<file path="config.mk">
export PLATFORM = sky130hd
export DESIGN_NAME = xlate_buffer
export DESIGN_NICKNAME = d
export VERILOG_FILES = /design/src/rtl/xlate_buffer.sv
export SDC_FILE = /design/constraint.sdc
export NUM_CORES = 2
export LEC_CHECK = 0
export CAP_MARGIN = 20
export CORE_MARGIN = 2
export CORE_UTILIZATION = 50
export CTS_BUF_LIST = sky130_fd_sc_hd__clkbuf_8
export CTS_CLUSTER_DIAMETER = 50
export DETAILED_ROUTE_END_ITERATION = 10
export GPL_ROUTABILITY_DRIVEN = 0
export GPL_TIMING_DRIVEN = 1
export HOLD_SLACK_MARGIN = 0.1
export PLACE_DENSITY = 0.62
export SYNTH_ARGS = -nofsm -noshare
export SYNTH_HDL_FRONTEND = slang
export SYNTH_SLANG_ARGS = --single-unit
</file>
<file path="constraint.sdc">
create_clock -name clk -period 14.9 [get_ports clk]
set_clock_uncertainty 0.1 [all_clocks]
set_input_delay 3.725 -clock clk [delete_from_list [all_inputs] [get_ports clk]]
set_output_delay 3.725 -clock clk [all_outputs]
set_load 0.02 [all_outputs]
</file>
<file path="src/rtl/xlate_buffer.sv">
module xlate_buffer #(
  parameter int ENTRIES = 64,
  parameter int VA_W    = 32,
  parameter int PA_W    = 28,
  parameter int OFF_W   = 12
) (
  input  logic                   clk,
  input  logic                   rst_n,
  input  logic                   lk_valid,
  input  logic [VA_W-1:0]        lk_va,
  input  logic                   lk_write,
  input  logic                   fill_en,
  input  logic [VA_W-OFF_W-1:0]  fill_vpn,
  input  logic [PA_W-OFF_W-1:0]  fill_pfn,
  input  logic                   fill_rd,
  input  logic                   fill_wr,
  input  logic                   flush,
  output logic                   hit,
  output logic                   miss,
  output logic                   fault,
  output logic [PA_W-1:0]        pa
);
  localparam int VPN_W = VA_W - OFF_W;
  localparam int PFN_W = PA_W - OFF_W;
  localparam int IDX_W = (ENTRIES > 1) ? $clog2(ENTRIES) : 1;

  logic [VPN_W-1:0]   tag_q [ENTRIES];
  logic [PFN_W-1:0]   pfn_q [ENTRIES];
  logic [ENTRIES-1:0] vld_q, rd_q, wr_q, match;
  logic [IDX_W-1:0]   rr_q, free_idx, victim;
  logic               found, perm_ok, full, do_fill;
  logic [PFN_W-1:0]   sel_pfn;

  wire [VPN_W-1:0] lk_vpn = lk_va[VA_W-1:OFF_W];

  for (genvar g = 0; g < ENTRIES; g++) begin : g_cmp
    assign match[g] = vld_q[g] && (tag_q[g] == lk_vpn);
  end

  always_comb begin
    found   = 1'b0;
    perm_ok = 1'b0;
    sel_pfn = '0;
    for (int i = ENTRIES - 1; i >= 0; i--) begin
      if (match[i]) begin
        found   = 1'b1;
        perm_ok = lk_write ? wr_q[i] : rd_q[i];
        sel_pfn = pfn_q[i];
      end
    end
  end

  always_comb begin
    free_idx = '0;
    for (int i = ENTRIES - 1; i >= 0; i--)
      if (!vld_q[i]) free_idx = IDX_W'(i);
  end

  assign full    = &vld_q;
  assign victim  = full ? rr_q : free_idx;
  assign do_fill = fill_en && !flush;

  assign hit   = lk_valid && found && perm_ok;
  assign fault = lk_valid && found && !perm_ok;
  assign miss  = lk_valid && !found;
  assign pa    = hit ? {sel_pfn, lk_va[OFF_W-1:0]} : '0;

  always_ff @(posedge clk) begin
    if (do_fill) begin
      tag_q[victim] <= fill_vpn;
      pfn_q[victim] <= fill_pfn;
      rd_q[victim]  <= fill_rd;
      wr_q[victim]  <= fill_wr;
    end
  end

  always_ff @(posedge clk) begin
    if (!rst_n || flush) begin
      vld_q <= '0;
    end else if (do_fill) begin
      vld_q[victim] <= 1'b1;
    end
  end

  always_ff @(posedge clk) begin
    if (!rst_n) begin
      rr_q <= '0;
    end else if (do_fill && full) begin
      rr_q <= (rr_q == IDX_W'(ENTRIES - 1)) ? '0 : rr_q + 1'b1;
    end
  end

  assert_flush_empties_R6: assert property (@(posedge clk) disable iff (!rst_n)
    flush |=> (lk_valid -> miss));

  assert_fill_visible_R1: assert property (@(posedge clk) disable iff (!rst_n)
    (do_fill && fill_rd) |=>
      ((lk_valid && !lk_write && lk_vpn == $past(fill_vpn)) ->
       (hit && pa[PA_W-1:OFF_W] == $past(fill_pfn))));

  assert_write_denied_R3: assert property (@(posedge clk) disable iff (!rst_n)
    (do_fill && !fill_wr) |=>
      ((lk_valid && lk_write && lk_vpn == $past(fill_vpn)) -> (fault && pa == '0)));

  assert_idle_quiet_R4: assert property (@(posedge clk) disable iff (!rst_n)
    !lk_valid |-> !(hit || miss || fault));

  assert_single_outcome_R10: assert property (@(posedge clk) disable iff (!rst_n)
    $onehot0({hit, miss, fault}));

  assert_reset_empty_R5: assert property (@(posedge clk)
    (rst_n && $past(!rst_n) && !$past(fill_en)) |-> (lk_valid -> miss));
endmodule

</file>
==> reports/metrics.yaml <==
grt_antenna_before_repair: 12
die_area_sq_um: 213000
rr_worst_depth: 15
hold_path.class: "register to register"
cts_tree: "done"
syn_avg_cell_area_sq_um: 15.0
coreArea_sq_um: 207000
rr_endpoint: "pfn_q[13][6]"
root_buffer: "clkbuf_8"
ys_seq_area_frac: 0.711
critPathLaunchType: "input port"
cts.clk_slew.worst_paths_ns: 0.06
p_leak_uw: 0.0378
power.density_nw_per_um2: 118
drt_iter0_drc: 8032
synth-edff-count: 2432
area_growth_syn_to_layout_pct: 11.8
crit_type: "input port to primary output"
hold_depth: 2
initial_core_util: 0.504
drive_gt1_frac: 0.128
dr_total_vias: 63500
end_kind: "primary output"
reg2reg_from: "vld_q[63]"
die_x_microns: 461
cp_data_required_time_ns: 11.07
mappedNetlistNets: 7065
ys_top_cells_by_count: "edfxtp_1, xnor2_1, xor2_1"
cts_hold_buf: 0
cts_max_path_buffers: 4
num_rows: 167
crit_fanout: 23
synth.most_common_cell: "edfxtp_1"
nFillCells: 16500
synth.largest_area_cell: "edfxtp_1"
rsz0062_at_grt: "false"
viasPerCell: 6.06
drc: 0
synthTopCellsByArea: "edfxtp_1, xnor2_1, xor2_1, o21ai_0, nand4_1"
pre_cts_ws_ns: 1.20
crit_path_start: "lk_va[21]"
finalSetupViolCount: 0
wl_per_cell_microns: 29.8
yosys_warnings: 0
final_nets: 7453
grt_overflow: 0
maxSlewViolCount: 0
fin_ws_ns: 0.986
grt_pass1_vias: 62100
grt_usage: 0.291
async_flop_share: 0
clk_latency_ns: 1.10
r2r_slack_ns: 9.53
cts_buffers: 417
multiInputGateArea_sq_um: 28500
cts_max_level: 5
arrival_ns: 10.09
grt_max_degree: 65
ys_types: 82
cts_setup_buffers: 0
max_freq_mhz: 71.9
hp-start: "rr_q[5]"
maxSlewHeadroom: 0.229
io_pins: 107
cts_sinks: 2502
synth_seq_cells: 2502
cts_resized: 0
syn_area_sq_um: 105000
fin_crit_ns: 13.91
first_pass_iters: 6
cap_violations: 0
drt-total-wl_microns: 313000
ant_nets: 0
peakVddDrop_mv: 0.103
whs_endpoint: "rr_q[5]"
dp_hpwl_microns: 183000
io_buffers: 106
grt_pass1_wl_microns: 444000
finalHoldViolCount: 0
syn_inst: 6988
finalCritPeriodShare: 0.934
tightest_slew_ns: 1.15
seq_area_sq_um: 74400
synth_flop_cell: "edfxtp_1"
fin_setup_tns_ns: 0
yosysTopAreaCellShare: 0.698
outcome: "finished, final reports clean"
die_y_microns: 461
==> cell type report <==
type	instances	share of cell area
antenna	4	0.0000855
clock buffer	428	0.0503
timing repair buffer	342	0.0243
sequential	2502	0.636
inverter	109	0.00350
multi-input combinational	4004	0.243
clock inverter	306	0.0126
tap	2788	0.0298
==> metrics by stage <==
stage	power (uW)	hold WS, ns	util	cell area, sq um	std cells
floorplan	8130	0.356	-	105000	6988
global placement	8400	0.408	0.528	110000	9743
detailed placement	8410	0.421	0.528	110000	9743
CTS	13800	0.429	0.564	117000	10500
global route	14200	0.460	0.564	117000	10500
finish	13800	0.436	0.564	117000	10500
==> how the worst max path moves through the flow <==
stage                   to  slack (ns)
finish              pa[26]        0.99
global route        pa[26]        0.91
CTS                 pa[26]        1.11
detailed placement  pa[12]        1.20
global placement    pa[12]        1.16
floorplan           pa[26]        4.01
==> cells by family after synthesis <==
group                      count (synthesis)  share of synthesized area
buffers and inverters                    482                     0.0226
adders and majority gates                  1                   0.000120
muxes                                    130                     0.0129
DFF                                     2502                      0.711
and+or+nand+nor                         1509                     0.0731
AOI/OAI and AO/OA                       1081                     0.0726
xor gates and xnor gates                1283                      0.107
==> where the power goes <==
group	total, uW	internal [uW]	switching [uW]
combinational	534	143	391
sequential	7720	7720	2.14
clock	5500	2800	2700
==> critical path, cell delays in order <==
cell and delay (ns):
buf_4 0.45, buf_4 0.62, xnor2_1 0.19, nand4_1 0.10, nor4_1 0.81, nand4_1 0.77, nand3_1 0.38, a2111oi_1 0.13
nand4_1 0.14, a41oi_1 0.14, o31ai_1 0.59, a31oi_1 0.23, o21bai_4 0.67, buf_4 0.36, a2111oi_2 0.08, clkdlybuf4s50_1 0.60
==> placed cells by master (no fill, tap or decap), drive strengths merged, types with 47 or more instances in the layout <==
cell type      count
clkinv           149
a211oi            56
nand2            306
clkbuf           428
nor2             334
buf              295
edfxtp          2432
a21oi            123
o211ai            83
clkdlybuf4s50     47
nand3            198
inv              256
nand4            237
xnor2            835
xor2             448
mux2i             92
o21a              47
nor3             105
o21ai            323
nor4             178
dfxtp             70
==> metal layers <==
metal / wire, microns / part of all wire / vias up / track usage
met5: 61 / 0.00020 / - / 0
met3: 25900 / 0.083 / 545 / 0.0493
li1: - / - / 27300 / -
met4: 10100 / 0.032 / 10 / 0.0987
met1: 127000 / 0.41 / 32500 / 0.400
met2: 149000 / 0.48 / 3105 / 0.470
==> sequential cells by signal, summed over array words and instances, names as in the netlist <==
| register | flops |
|---|---|
| rr_q | 6 |
| rd_q | 64 |
| pfn_q | 1024 |
| vld_q | 64 |
| tag_q | 1280 |
| wr_q | 64 |
Note: power is estimated with default switching activity, not from simulation.
